<file path="src/rtl/dsd_pkg.sv">
// Package: default sizes and the prescaler modulus type for the divider.
// Assumes: the prescaler is a power of two (2**PRE_W) with one extra count.
package dsd_pkg;
    localparam int unsigned DSD_RATIO_W = 13;
    localparam int unsigned DSD_BAND_W  = 3;
    localparam int unsigned DSD_PRE_W   = 4;
    localparam int unsigned DSD_SYNC    = 2;

    typedef enum logic {
        MOD_BASE  = 1'b0,
        MOD_EXTRA = 1'b1
    } mod_e;
endpackage

</file>
<file path="src/rtl/dsd_sync.sv">
// Module: multi-bit, multi-stage synchronizer for slow asynchronous lines.
// Assumes: each bit is independent and changes slowly relative to clk.
module dsd_sync #(
    parameter int unsigned W      = 1,
    parameter int unsigned STAGES = 2
) (
    input  logic         clk,
    input  logic         rst_n,
    input  logic [W-1:0] d,
    output logic [W-1:0] q
);
    logic [W-1:0] st [STAGES];

    generate
        for (genvar s = 0; s < STAGES; s++) begin : g_stage
            if (s == 0) begin : g_first
                // Purpose: capture the asynchronous input.
                always_ff @(posedge clk) begin
                    if (!rst_n) st[0] <= '0;
                    else        st[0] <= d;
                end
            end else begin : g_next
                // Purpose: settle the previous stage.
                always_ff @(posedge clk) begin
                    if (!rst_n) st[s] <= '0;
                    else        st[s] <= st[s-1];
                end
            end
        end
    endgenerate

    assign q = st[STAGES-1];
endmodule

</file>
<file path="src/rtl/dsd_loader.sv">
// Module: serial word receiver with shift register and holding latch.
// Shifts on synchronized falling edges of ser_clk while enable is high; the
// latch follows the shift register whenever enable is low.
// Assumes: each ser_clk phase lasts longer than SYNC_STAGES+1 clk cycles.
module dsd_loader #(
    parameter int unsigned WORD_W      = 16,
    parameter int unsigned RATIO_W     = 13,
    parameter int unsigned SYNC_STAGES = 2
) (
    input  logic              clk,
    input  logic              rst_n,
    input  logic              ser_data,
    input  logic              ser_clk,
    input  logic              ser_en,
    output logic [WORD_W-1:0] word_q,
    output logic              en_sync
);
    // Reset word: ratio field all ones (N = 0, clamped later), band bits clear.
    localparam logic [WORD_W-1:0] WORD_RST =
        {{(WORD_W-RATIO_W){1'b0}}, {RATIO_W{1'b1}}};

    logic [2:0]        raw;
    logic [2:0]        synced;
    logic              data_s;
    logic              sclk_s;
    logic              sclk_d;
    logic              sclk_fall;
    logic [WORD_W-1:0] shift_q;

    assign raw = {ser_data, ser_clk, ser_en};

    dsd_sync #(.W(3), .STAGES(SYNC_STAGES)) u_sync (
        .clk   (clk),
        .rst_n (rst_n),
        .d     (raw),
        .q     (synced)
    );

    assign data_s  = synced[2];
    assign sclk_s  = synced[1];
    assign en_sync = synced[0];

    // Purpose: remember the previous shift-clock level for edge detection.
    always_ff @(posedge clk) begin
        if (!rst_n) sclk_d <= 1'b0;
        else        sclk_d <= sclk_s;
    end

    assign sclk_fall = sclk_d & ~sclk_s;

    // Purpose: shift new bits in at the top so the first bit ends at bit 0.
    always_ff @(posedge clk) begin
        if (!rst_n)                   shift_q <= WORD_RST;
        else if (sclk_fall && en_sync) shift_q <= {data_s, shift_q[WORD_W-1:1]};
    end

    // Purpose: holding latch, transparent while enable is low.
    always_ff @(posedge clk) begin
        if (!rst_n)        word_q <= WORD_RST;
        else if (!en_sync) word_q <= shift_q;
    end
endmodule

</file>
<file path="src/rtl/dsd_ratio.sv">
// Module: decodes the latched complement into a clamped ratio and splits it
// into swallow (low PRE_W bits) and main (upper bits) counter loads.
// Assumes: RATIO_W > 2*PRE_W so the minimum ratio is representable.
module dsd_ratio #(
    parameter int unsigned RATIO_W = 13,
    parameter int unsigned PRE_W   = 4
) (
    input  logic [RATIO_W-1:0]       ratio_cpl,
    output logic [PRE_W-1:0]         swallow_ld,
    output logic [RATIO_W-PRE_W-1:0] main_ld
);
    localparam logic [RATIO_W-1:0] MIN_RATIO = RATIO_W'(1 << (2*PRE_W));

    logic [RATIO_W-1:0] n_raw;
    logic [RATIO_W-1:0] n_eff;

    // Purpose: undo the complement and enforce the lowest continuous ratio.
    always_comb begin
        n_raw = ~ratio_cpl;
        n_eff = (n_raw < MIN_RATIO) ? MIN_RATIO : n_raw;
    end

    assign swallow_ld = n_eff[PRE_W-1:0];
    assign main_ld    = n_eff[RATIO_W-1:PRE_W];
endmodule

</file>
<file path="src/rtl/dsd_core.sv">
// Module: dual-modulus divider core. The prescaler counts 2**PRE_W input
// cycles, or one more while the swallow counter is nonzero. The main counter
// counts prescaler periods. Both reload at the terminal count only.
// Assumes: main_ld >= 2**PRE_W, so the swallow count always runs out first.
module dsd_core #(
    parameter int unsigned PRE_W  = 4,
    parameter int unsigned MAIN_W = 9
) (
    input  logic              clk,
    input  logic              rst_n,
    input  logic [PRE_W-1:0]  swallow_ld,
    input  logic [MAIN_W-1:0] main_ld,
    output logic              div_out,
    output logic              carry
);
    import dsd_pkg::*;

    localparam int unsigned       PC_W      = PRE_W + 1;
    localparam logic [PC_W-1:0]   END_BASE  = PC_W'((1 << PRE_W) - 1);
    localparam logic [PC_W-1:0]   END_EXTRA = PC_W'(1 << PRE_W);
    localparam logic [MAIN_W-1:0] MAIN_RST  = MAIN_W'(1 << PRE_W);
    localparam logic [MAIN_W-1:0] MAIN_LAST = MAIN_W'(1);

    logic [PC_W-1:0]   pc_q;
    logic [PRE_W-1:0]  sw_q;
    logic [MAIN_W-1:0] mn_q;
    mod_e              mode;
    logic [PC_W-1:0]   pc_end;
    logic              period_end;
    logic              last_period;

    // Purpose: choose modulus 17 while swallow counts remain.
    always_comb begin
        mode        = (sw_q != '0) ? MOD_EXTRA : MOD_BASE;
        pc_end      = (mode == MOD_EXTRA) ? END_EXTRA : END_BASE;
        period_end  = (pc_q == pc_end);
        last_period = (mn_q == MAIN_LAST);
    end

    // Purpose: prescaler count within one prescaler period.
    always_ff @(posedge clk) begin
        if (!rst_n)          pc_q <= '0;
        else if (period_end) pc_q <= '0;
        else                 pc_q <= pc_q + PC_W'(1);
    end

    // Purpose: swallow and main counters, reloaded at terminal count.
    always_ff @(posedge clk) begin
        if (!rst_n) begin
            sw_q <= '0;
            mn_q <= MAIN_RST;
        end else if (period_end) begin
            if (last_period) begin
                sw_q <= swallow_ld;
                mn_q <= main_ld;
            end else begin
                mn_q <= mn_q - MAIN_W'(1);
                if (mode == MOD_EXTRA) sw_q <= sw_q - PRE_W'(1);
            end
        end
    end

    assign carry   = period_end & last_period;
    assign div_out = last_period;
endmodule

</file>
<file path="src/rtl/dsd_synth_div.sv">
// Module: top of the serial-loaded dual-modulus divider.
// Assumes: serial lines are asynchronous and slow; clk is the fast input.
module dsd_synth_div #(
    parameter int unsigned RATIO_W     = dsd_pkg::DSD_RATIO_W,
    parameter int unsigned BAND_W      = dsd_pkg::DSD_BAND_W,
    parameter int unsigned PRE_W       = dsd_pkg::DSD_PRE_W,
    parameter int unsigned SYNC_STAGES = dsd_pkg::DSD_SYNC
) (
    input  logic              clk,
    input  logic              rst_n,
    input  logic              ser_data,
    input  logic              ser_clk,
    input  logic              ser_en,
    output logic              div_out,
    output logic              carry_tp,
    output logic [BAND_W-1:0] band_n
);
    localparam int unsigned WORD_W = RATIO_W + BAND_W;
    localparam int unsigned MAIN_W = RATIO_W - PRE_W;

    logic [WORD_W-1:0] word_q;
    logic              en_sync;
    logic [PRE_W-1:0]  swallow_ld;
    logic [MAIN_W-1:0] main_ld;

    dsd_loader #(
        .WORD_W      (WORD_W),
        .RATIO_W     (RATIO_W),
        .SYNC_STAGES (SYNC_STAGES)
    ) u_load (
        .clk      (clk),
        .rst_n    (rst_n),
        .ser_data (ser_data),
        .ser_clk  (ser_clk),
        .ser_en   (ser_en),
        .word_q   (word_q),
        .en_sync  (en_sync)
    );

    dsd_ratio #(.RATIO_W(RATIO_W), .PRE_W(PRE_W)) u_ratio (
        .ratio_cpl  (word_q[RATIO_W-1:0]),
        .swallow_ld (swallow_ld),
        .main_ld    (main_ld)
    );

    dsd_core #(.PRE_W(PRE_W), .MAIN_W(MAIN_W)) u_core (
        .clk        (clk),
        .rst_n      (rst_n),
        .swallow_ld (swallow_ld),
        .main_ld    (main_ld),
        .div_out    (div_out),
        .carry      (carry_tp)
    );

    generate
        for (genvar b = 0; b < BAND_W; b++) begin : g_band
            assign band_n[b] = ~word_q[RATIO_W+b];
        end
    endgenerate
endmodule

</file>
<file path="config.mk">
export PLATFORM = sky130hd
export DESIGN_NAME = dsd_synth_div
export DESIGN_NICKNAME = d
export VERILOG_FILES = /design/src/rtl/dsd_pkg.sv /design/src/rtl/dsd_sync.sv /design/src/rtl/dsd_loader.sv /design/src/rtl/dsd_ratio.sv /design/src/rtl/dsd_core.sv /design/src/rtl/dsd_synth_div.sv
export SDC_FILE = /design/constraint.sdc
export NUM_CORES = 1
export LEC_CHECK = 0
export BUFFER_PORTS_ARGS = -buffer_cell sky130_fd_sc_hd__buf_2
export CAP_MARGIN = 20
export CORE_AREA = 2 2 77 79
export CTS_CLUSTER_DIAMETER = 150
export CTS_CLUSTER_SIZE = 30
export DETAILED_ROUTE_END_ITERATION = 7
export DIE_AREA = 0 0 79 81
export GPL_TIMING_DRIVEN = 0
export PLACE_DENSITY_LB_ADDON = 0.05
export SLEW_MARGIN = 20
export SYNTH_ARGS = -nofsm -noshare
export SYNTH_HDL_FRONTEND = slang
export SYNTH_SLANG_ARGS = --single-unit
</file>
<file path="constraint.sdc">
create_clock -name clk -period 2.6 [get_ports clk]
set_clock_uncertainty 0.2 [all_clocks]
set_input_delay 0.52 -clock clk [delete_from_list [all_inputs] [get_ports clk]]
set_output_delay 0.52 -clock clk [all_outputs]
set_load 0.01 [all_outputs]
</file>
==> reports/summary.txt, run 1 <==
largest stage delay on the critical path - 0.39 ns
Setup crit start kind - flop
synthesis-to-finish area growth - 17.17%
Detailed Routing Iterations Pass 1 - 4
gr usage total - 19.82%
die area - 0.006399 mm²
post-synth top area share - 45.40%
total of max-cap violations - 0
Clock Root Buffer - clkbuf_8
Top Family by Delay on Critical Path - simple AND/OR/NAND/NOR gates
outcome - completed
Setup crit end kind - output port
Clock Sinks - 57
# placed instances - 358
share of layout cells above drive strength 1 - 18.89%
Die W - 79 µm
clk slew on worst S/H paths - 0.06 ns
leading area contributor after synthesis - dfxtp_1
max frequency - 397.0 MHz
sequential fraction of the synthesis area - 45.40%
placed cell area - 0.002653 mm²
final hold violations - 0
Initial Util - 44.29%
CTS tree - built
Num CTS Buffers - 9
top_reg_cell synth - dfxtp_1
Bufs on Longest Clock Path - 2
max_slew headroom - 62.00%
commonest non-fill, non-tap cell in the layout - dfxtp_1
worst skew pair latency - 0.34 ns
initial detailed-routing violation count - 138
diode count - 0
RSZ-0062 raised after global routing - false
vias - 2,045
Crit Path Category - reg -> out
core area - 0.005675 mm²
DRC Markers - 0
dpl hpwl - 3880 µm
Mapped Nets - 283
Buffers & Inverters on Critical Path - 2
first-pass GRT wire length - 9597 µm
DR WL/cell - 15.29 µm
count of final setup violators - 0
Die H - 81 µm
fill count - 553
Post-synth EDFFs - 0
post-synthesis cell type count - 58
largest net degree at the start of global routing - 11
syn_area_per_cell - 9.174 µm²
slowest CP cell - or3b_4
synthesis warning total - 0
I/O Pins - 10
total grt overflow - 0
Area contributors post-synth - dfxtp_1 45%, nand2_1 7.6%, mux2i_1 7.6%
final WL - 5842 µm
Via density - 5.353
Slew Viols, Final - 0
critical path peak fanout - 5
Max IR drop VDD - 0.3007 mV
Async SR Flop Fraction - 0%
crit path time final - 2.519 ns
Post-Layout Cell Count - 382
crit-path cells - inv_2, ha_4, or3b_4, and3_4, nor2_4, nor2_1, buf_2
vias in the first global route - 1,888
WP data arrival - 1.80 ns
Seq cells post-synth - 57
cells after synthesis - 274
Final ANT Viol Nets - 0
crit share post-route - 96.87%
nets@finish - 311
row count - 28
leak pwr - 1.160 nW
worst min path class - in -> reg
synthesized area - 0.002514 mm²
GP Congestion - 0.8293
IO buf count - 9
Slew @ Worst Pin - 0.5700 ns
initial antenna violation count - 0
Pwr Density - 613.5 mW/mm²
htree depth - 3
design area - 0.002945 mm²
most frequent cells in the layout - 55 x dfxtp_1, 51 x nand2_1, 22 x nand3_1, 19 x mux2i_1, 13 x buf_2
Required @ worst endpoint - 1.88 ns
final cells by class:
type	count	area [µm²]	area share [%]
buffer	13	57.56	1.954
clock buffer	14	172.7	5.862
clock inverter	2	35.03	1.189
inverter	14	55.05	1.869
multi-input combinational	189	1275	43.29
sequential	57	1144	38.83
tap	75	93.84	3.186
timing repair buffer	18	112.6	3.823
worst register-to-register path, delay by kind of cell, from the launching register on:
family	cells	cell delay (ns)
simple gates	3	0.72
flops	1	0.34
buf+inv	2	0.33
compound gates	1	0.27
fa+ha+maj	1	0.13
where the power goes:
group / leakage, nW / total [W] / internal (W) / switching (W)
clock network: 0.107 / 0.000863 / 0.000520 / 0.000343
logic: 0.590 / 0.0000514 / 0.0000197 / 0.0000317
registers: 0.463 / 0.000893 / 0.000884 / 0.00000816
stage by stage:
stage                     hold WS [ns]  power (W)  utilization [%]  worst slack (ns)  setup TNS [ns]
after CTS                       0.1788   0.001822            50.82           -0.1116         -0.1116
after floorplan                 0.2119  0.0009465                -            0.4557               0
after detailed placement        0.2185  0.0009635            46.74            0.1333               0
after global routing            0.1860   0.001872            51.90           0.01787               0
after global placement          0.2143  0.0009630            46.74            0.1166               0
final                           0.1889   0.001807            51.90           0.08134               0
synthesized netlist by cell type, drive strengths merged (4+ instances only):
master	n
a211oi	4
nand2	54
ha	4
inv	12
a21oi	11
nor3	6
nor2	9
o32ai	4
buf	7
and2	8
dfxtp	57
mux2i	19
nand3	22
clkbuf	7
registers in the layout, summed over array words and instances (netlist names):
signal	flops
u_core.mn_q	9
u_load.word_q	16
u_core.sw_q	4
u_load.sclk_d	1
u_load.u_sync.st	6
u_core.pc_q	5
u_load.shift_q	16
per-layer routing:
layer	part of all wire, %	routed length, µm	vias to the layer above	track usage (%)
met4	1.9	109	0	11.38
met1	49	2883	960	26.75
met2	45	2637	39	29.75
met3	3.6	212	11	3.778
li1	-	-	1035	-
met5	0	0	-	0
timing repair:
action	in CTS	in global routing
pin swaps	2	2
hold buffers	0	0
buffers inserted	1	8
gates resized for setup	5	5
setup endpoints to repair	2	2
cells by family after synthesis:
logic type               count (synthesis)  share of synthesized area (%)
flip-flops                              57                          45.40
AO/OA/AOI/OAI                           45                          14.19
adder cells (fa/ha/maj)                  4                          1.991
AND/OR/NAND/NOR                        117                          24.59
buffers and inverters                   28                          4.878
XOR/XNOR                                 4                          1.394
multiplexers                            19                          7.566
final timing paths:
| path | from | end | slack, ns | cells past startpoint |
|---|---|---|---|---|
| setup / recovery | u_core.sw_q[0]$_SDFFE_PN0P_ | carry_tp | 0.08 | 7 |
| hold / removal | ser_clk | u_load.u_sync.st[0][1]$_SDFF_PN0_ | 0.19 | 2 |
| hold reg to reg | u_load.u_sync.st[0][0]$_SDFF_PN0_ | u_load.u_sync.st[1][0]$_SDFF_PN0_ | 0.24 | 1 |
| setup reg to reg | u_core.sw_q[0]$_SDFFE_PN0P_ | u_core.mn_q[0]$_SDFFE_PN0N_ | 0.52 | 7 |
Power figures use the tool's default switching activity.
==> inputs of run 2 (changes only) <==
--- a/config.mk
+++ b/config.mk
@@ -13,7 +13,7 @@
 export DETAILED_ROUTE_END_ITERATION = 7
 export DIE_AREA = 0 0 79 81
 export GPL_TIMING_DRIVEN = 0
-export PLACE_DENSITY_LB_ADDON = 0.05
+export RECOVER_POWER = 100
 export SLEW_MARGIN = 20
 export SYNTH_ARGS = -nofsm -noshare
 export SYNTH_HDL_FRONTEND = slang
==> run 2 against run 1 <==
Fmax is 0.14% lower; critical path depth stayed put; non-clock buffer count is 7 lower; global-route usage is 0.28 points lower; first-iteration DRC count is 26% lower; largest cell class unchanged; largest power group unchanged; highest routed layer unchanged.
==> reports/summary.txt, run 2 (same netlist as run 1, synthesis figures left out) <==
outcome - completed
row count - 28 (unchanged)
DR WL/cell - 14.87 µm (-2.8%)
critical path peak fanout - 10 (+5)
Die H - 81 µm (unchanged)
Setup crit start kind - flop
worst skew pair latency - 0.34 ns (about the same)
Final ANT Viol Nets - 0 (unchanged)
Setup crit end kind - output port
diode count - 0 (unchanged)
Register Area - 0.001144 mm² (unchanged)
Buffers & Inverters on Critical Path - 2 (unchanged)
Bufs on Longest Clock Path - 2 (unchanged)
Slew Viols, Final - 0 (unchanged)
Clock Sinks - 57 (unchanged)
vias - 2,030 (-0.73%)
Slew @ Worst Pin - 0.7256 ns (+0.1555 ns)
Initial Util - 44.29% (unchanged)
I/O Pins - 10 (unchanged)
Die W - 79 µm (unchanged)
global-route met1 utilization - 25.28% (-1.5 points)
utilization after layout - 50.33% (-1.6 points)
r2r startpoint - u_core.sw_q[0]$_SDFFE_PN0P_
crit path time final - 2.522 ns (+0.003481 ns)
total grt overflow - 0 (unchanged)
share of layout cells above drive strength 1 - 13.67% (-5.2 points)
gr usage total - 19.54% (-0.28 points)
Pwr Density - 616.5 mW/mm² (+0.48%)
Via density - 5.413 (+1.1%)
IO buf count - 9 (unchanged)
max frequency - 396.5 MHz (-0.14%)
Num CTS Buffers - 9 (unchanged)
core area - 0.005675 mm² (unchanged)
die area - 0.006399 mm² (unchanged)
largest net degree at the start of global routing - 11 (unchanged)
total power - 0.001761 W (-2.5%)
Top Family by Delay on Critical Path - simple AND/OR/NAND/NOR gates
Clock Root Buffer - clkbuf_8
largest stage delay on the critical path - 0.38 ns (about the same)
Hold Startpoint - ser_en
RSZ-0062 raised after global routing - false
initial detailed-routing violation count - 102 (-26%)
placed cell area - 0.002653 mm² (unchanged)
Setup crit start - u_core.sw_q[0]$_SDFFE_PN0P_
crit-path cells - inv_2, ha_4, or3b_4, and3_4, nor2_4, nor2_1, buf_2
commonest non-fill, non-tap cell in the layout - dfxtp_1
nets@finish - 304 (-2.3%)
WP data arrival - 1.80 ns (about the same)
largest registers - u_load.shift_q: 16 flops, u_load.word_q: 16 flops, u_core.mn_q: 9 flops
most frequent cells in the layout - 55 x dfxtp_1, 52 x nand2_1, 22 x nand3_1, 19 x mux2i_1, 18 x clkbuf_1
dpl hpwl - 3816 µm (-1.7%)
Hold Buf Count CTS - 0 (unchanged)
met3 global-route usage - 6.000% (+2.2 points)
crit share post-route - 97.01% (+0.13 points)
initial antenna violation count - 0 (unchanged)
Max IR drop VDD - 0.3615 mV (+20%)
Detailed Routing Iterations Pass 1 - 4 (unchanged)
vias in the first global route - 1,913 (+1.3%)
busiest grt layer - met2
htree depth - 3 (unchanged)
leak pwr - 1.090 nW (-6.1%)
worst min path class - in -> reg
Placement Setup Slack - 0.2294 ns (+0.09618 ns)
DRC Markers - 0 (unchanged)
first-pass GRT wire length - 9459 µm (-1.4%)
Required @ worst endpoint - 1.88 ns (about the same)
Post-Layout Cell Count - 375 (-1.8%)
max_slew headroom - 51.63% (-10 points)
met2 usage - 29.32% (-0.42 points)
final hold violations - 0 (unchanged)
GP Congestion - 0.8434 (+1.7%)
area occupied by multi-input gates - 0.001267 mm² (-0.59%)
fill count - 560 (+1.3%)
slowest CP cell - or3b_4
total of max-cap violations - 0 (unchanged)
CTS tree - built
clk slew on worst S/H paths - 0.06 ns (about the same)
Crit Path Category - reg -> out
final WL - 5576 µm (-4.6%)
# placed instances - 358 (unchanged)
design area - 0.002856 mm² (-3.0%)
count of final setup violators - 0 (unchanged)
synthesis-to-finish area growth - 13.64%
post-route setup slack - 0.07786 ns (-0.003481 ns)
## run 2: cell types whose count changed in the layout (fill, tap and decap cells not counted), sizes merged
cell / previous run / this run
buf: 24 / 8
clkbuf: 21 / 29
clkinv: 2 / 4
inv: 13 / 12
## run 2: through the flow
stage	hold WS [ns]	TNS, ns
6_report	0.1841	0
5_1_grt	0.1797	0
4_1_cts	0.1741	-0.07432
3_5_place_dp	0.2248	0
3_3_place_gp	0.2147	0
2_1_floorplan	0.2119	0
## run 2: worst register-to-register path, cell delays in order (launching register included)
cell and delay [ns]:
dfxtp_2 0.33, inv_2 0.07, ha_4 0.14, or3b_4 0.38
nand3_1 0.16, clkbuf_1 0.41, nand2_1 0.30, o2111a_1 0.31
## run 2: metal layers
| layer | routed length [µm] | vias to the layer above |
|---|---|---|
| met3 | 206 | 11 |
| met5 | 0 | - |
| li1 | - | 1015 |
| met4 | 148 | 0 |
| met1 | 2806 | 966 |
| met2 | 2414 | 38 |
## run 2: power by group
part	internal [W]	leakage, nW	total (W)	switching [W]
sequential	0.000884	0.463	0.000893	0.00000884
combinational	0.0000195	0.529	0.0000509	0.0000314
clock	0.000466	0.0974	0.000817	0.000351
## run 2: timing repair
item                       in CTS  in global routing
gates resized for setup         5                  4
setup buffers                   1                  1
setup endpoints to repair       2                  2
pin swaps                       2                  2
## run 2: final cells by class
| type | count | share of cell area [%] |
|---|---|---|
| sequential | 57 | 40.04 |
| multi-input combinational | 189 | 44.37 |
| inverter | 14 | 1.883 |
| tap | 75 | 3.285 |
| clock inverter | 3 | 1.402 |
| buffer | 13 | 1.840 |
| timing repair buffer | 11 | 1.971 |
| clock buffer | 13 | 5.212 |
## run 2: final timing paths
kind,to,slack (ns),cells past startpoint
hold reg to reg,u_load.u_sync.st[1][1]$_SDFF_PN0_,0.23,1
hold / removal,u_load.u_sync.st[0][0]$_SDFF_PN0_,0.18,2
setup / recovery,carry_tp,0.08,7
setup reg to reg,u_core.mn_q[0]$_SDFFE_PN0N_,0.19,7
==> inputs of run 3 (changes only) <==
--- a/config.mk
+++ b/config.mk
@@ -13,6 +13,7 @@
 export DETAILED_ROUTE_END_ITERATION = 7
 export DIE_AREA = 0 0 79 81
 export GPL_TIMING_DRIVEN = 0
+export MAX_ROUTING_LAYER = met4
 export RECOVER_POWER = 100
 export SLEW_MARGIN = 20
 export SYNTH_ARGS = -nofsm -noshare
==> run 3 against run 2 <==
Combinational power is essentially flat; sequential share of layout area grew 0.053 points; flip-flop and latch count is the same; die area is the same; critical path type unchanged; hold slack gained 0.0028 ns; register-to-register slack lost 0.04 ns; non-clock buffer count is the same; via count shrank 0.25%; critical path depth is the same.
==> reports/summary.txt, run 3 (same netlist as run 1, synthesis figures left out) <==
outcome - completed
synthesis-to-finish area growth - 13.49%
count of final setup violators - 0 (unchanged)
fill count - 562 (+0.36%)
vias - 2,025 (-0.25%)
IO buf count - 9 (unchanged)
total grt overflow - 0 (unchanged)
slowest CP cell - or3b_4
core area - 0.005675 mm² (unchanged)
worst min path class - in -> reg
max_slew headroom - 51.44% (-0.19 points)
nets@finish - 304 (unchanged)
largest stage delay on the critical path - 0.38 ns (about the same)
Via density - 5.400 (-0.25%)
design area - 0.002853 mm² (-0.13%)
Final ANT Viol Nets - 0 (unchanged)
diode count - 0 (unchanged)
Num CTS Buffers - 9 (unchanged)
I/O Pins - 10 (unchanged)
RSZ-0062 raised after global routing - false
crit share post-route - 96.98% (about the same)
Clock Sinks - 57 (unchanged)
DRC Markers - 0 (unchanged)
crit path time final - 2.522 ns (-0.0006091 ns)
worst skew pair latency - 0.34 ns (about the same)
Bufs on Longest Clock Path - 2 (unchanged)
routed wl met2 - 2430 µm (+0.66%)
Pwr Density - 616.0 mW/mm² (about the same)
Hold Buf Count CTS - 0 (unchanged)
Met1 Routed Length - 2783 µm (-0.82%)
Setup crit start - u_core.sw_q[0]$_SDFFE_PN0P_
share of layout cells above drive strength 1 - 13.33% (-0.33 points)
most frequent cells in the layout - 55 x dfxtp_1, 52 x nand2_1, 22 x nand3_1, 19 x clkbuf_1, 19 x mux2i_1
CTS tree - built
Register Area - 0.001144 mm² (unchanged)
largest net degree at the start of global routing - 11 (unchanged)
Required @ worst endpoint - 1.88 ns (about the same)
post-route setup slack - 0.07847 ns (+0.0006091 ns)
total of max-cap violations - 0 (unchanged)
Crit Path Category - reg -> out
R2R cell count - 7 (unchanged)
first-pass GRT wire length - 9487 µm (+0.30%)
gr usage total - 20.13% (+0.60 points)
met3 wirelength from detailed routing - 206 µm (unchanged)
Setup crit start kind - flop
placed cell area - 0.002653 mm² (unchanged)
initial detailed-routing violation count - 156 (+53%)
row count - 28 (unchanged)
Die W - 79 µm (unchanged)
Die H - 81 µm (unchanged)
max frequency - 396.6 MHz (about the same)
die area - 0.006399 mm² (unchanged)
Detailed Routing Iterations Pass 1 - 4 (unchanged)
Top Metal Used - met4
Slew Viols, Final - 0 (unchanged)
total power - 0.001757 W (-0.22%)
r2r startpoint - u_core.sw_q[0]$_SDFFE_PN0P_
leak pwr - 1.085 nW (-0.39%)
Clock Root Buffer - clkbuf_8
CP Capture Point - carry_tp
reg2reg end - u_core.mn_q[0]$_SDFFE_PN0N_
Placement Setup Slack - 0.2294 ns (unchanged)
clk slew on worst S/H paths - 0.06 ns (about the same)
dpl hpwl - 3816 µm (unchanged)
DR WL/cell - 14.87 µm (about the same)
vias in the first global route - 1,911 (-0.10%)
GP Congestion - 0.8566 (+1.6%)
area occupied by multi-input gates - 0.001267 mm² (unchanged)
Max IR drop VDD - 0.3647 mV (+0.91%)
final hold violations - 0 (unchanged)
commonest non-fill, non-tap cell in the layout - dfxtp_1
initial antenna violation count - 0 (unchanged)
flop2flop setup slack - 0.15 ns (-0.04 ns)
Slew @ Worst Pin - 0.7284 ns (+0.002831 ns)
htree depth - 3 (unchanged)
crit-path cells - inv_2, ha_4, or3b_4, and3_4, nor2_4, nor2_1, buf_2
Initial Util - 44.29% (unchanged)
WP data arrival - 1.80 ns (about the same)
largest registers - u_load.shift_q: 16 flops, u_load.word_q: 16 flops, u_core.mn_q: 9 flops
final WL - 5577 µm (about the same)
Setup crit end kind - output port
critical path peak fanout - 10 (unchanged)
[run 3: where the power goes]
part | internal (W) | switching, W | leakage, nW
Clock | 0.000466 | 0.000347 | 0.0974
Sequential | 0.000884 | 0.00000874 | 0.463
Combinational | 0.0000194 | 0.0000314 | 0.524
Total | 0.00137 | 0.000387 | 1.09
[run 3: area by class of cell]
cell class / count / area share (%)
clock buffer: 13 / 5.219
clock inverter: 3 / 1.404
sequential: 57 / 40.09
timing repair buffer: 11 / 1.842
tap: 75 / 3.289
multi-input combinational: 189 / 44.43
buffer: 13 / 1.842
inverter: 14 / 1.886
[run 3: worst min path at each step]
stage                                      startpoint                                 to  slack (ns)  cells after the start
CTS                                            ser_en  u_load.u_sync.st[0][0]$_SDFF_PN0_        0.17                      2
global placement    u_load.u_sync.st[0][1]$_SDFF_PN0_  u_load.u_sync.st[1][1]$_SDFF_PN0_        0.21                      1
finish                                         ser_en  u_load.u_sync.st[0][0]$_SDFF_PN0_        0.19                      2
floorplan           u_load.u_sync.st[0][0]$_SDFF_PN0_  u_load.u_sync.st[1][0]$_SDFF_PN0_        0.21                      1
detailed placement  u_load.u_sync.st[0][1]$_SDFF_PN0_  u_load.u_sync.st[1][1]$_SDFF_PN0_        0.22                      1
global route                                  ser_clk  u_load.u_sync.st[0][1]$_SDFF_PN0_        0.18                      2
[run 3: critical path, delay by kind of cell, from the launching register on]
kind | cells | cell delay [ns]
buffers and inverters | 2 | 0.20
flip-flops | 1 | 0.33
AND/OR/NAND/NOR | 4 | 0.80
adder cells (fa/ha/maj) | 1 | 0.14
[run 3: per-stage QoR]
stage          TNS (ns)  instances  util, %  hold WS (ns)
2_1_floorplan         0        274        -        0.2119
3_3_place_gp          0        358    46.74        0.2147
3_5_place_dp          0        358    46.74        0.2248
4_1_cts        -0.07432        375    50.49        0.1741
5_1_grt               0        375    50.26        0.1821
6_report              0        375    50.26        0.1869
[run 3: routing by layer]
metal / GRT usage (%) / vias to the layer above
met1: 25.41 / 956
met5: - / -
met2: 29.24 / 39
met4: 11.90 / 0
met3: 5.000 / 11
li1: - / 1019
[run 3: what timing repair did]
item	4_1_cts	5_1_grt
setup endpoints to repair	2	2
buffers inserted	1	1
resized for setup	5	4
pin swaps	2	2
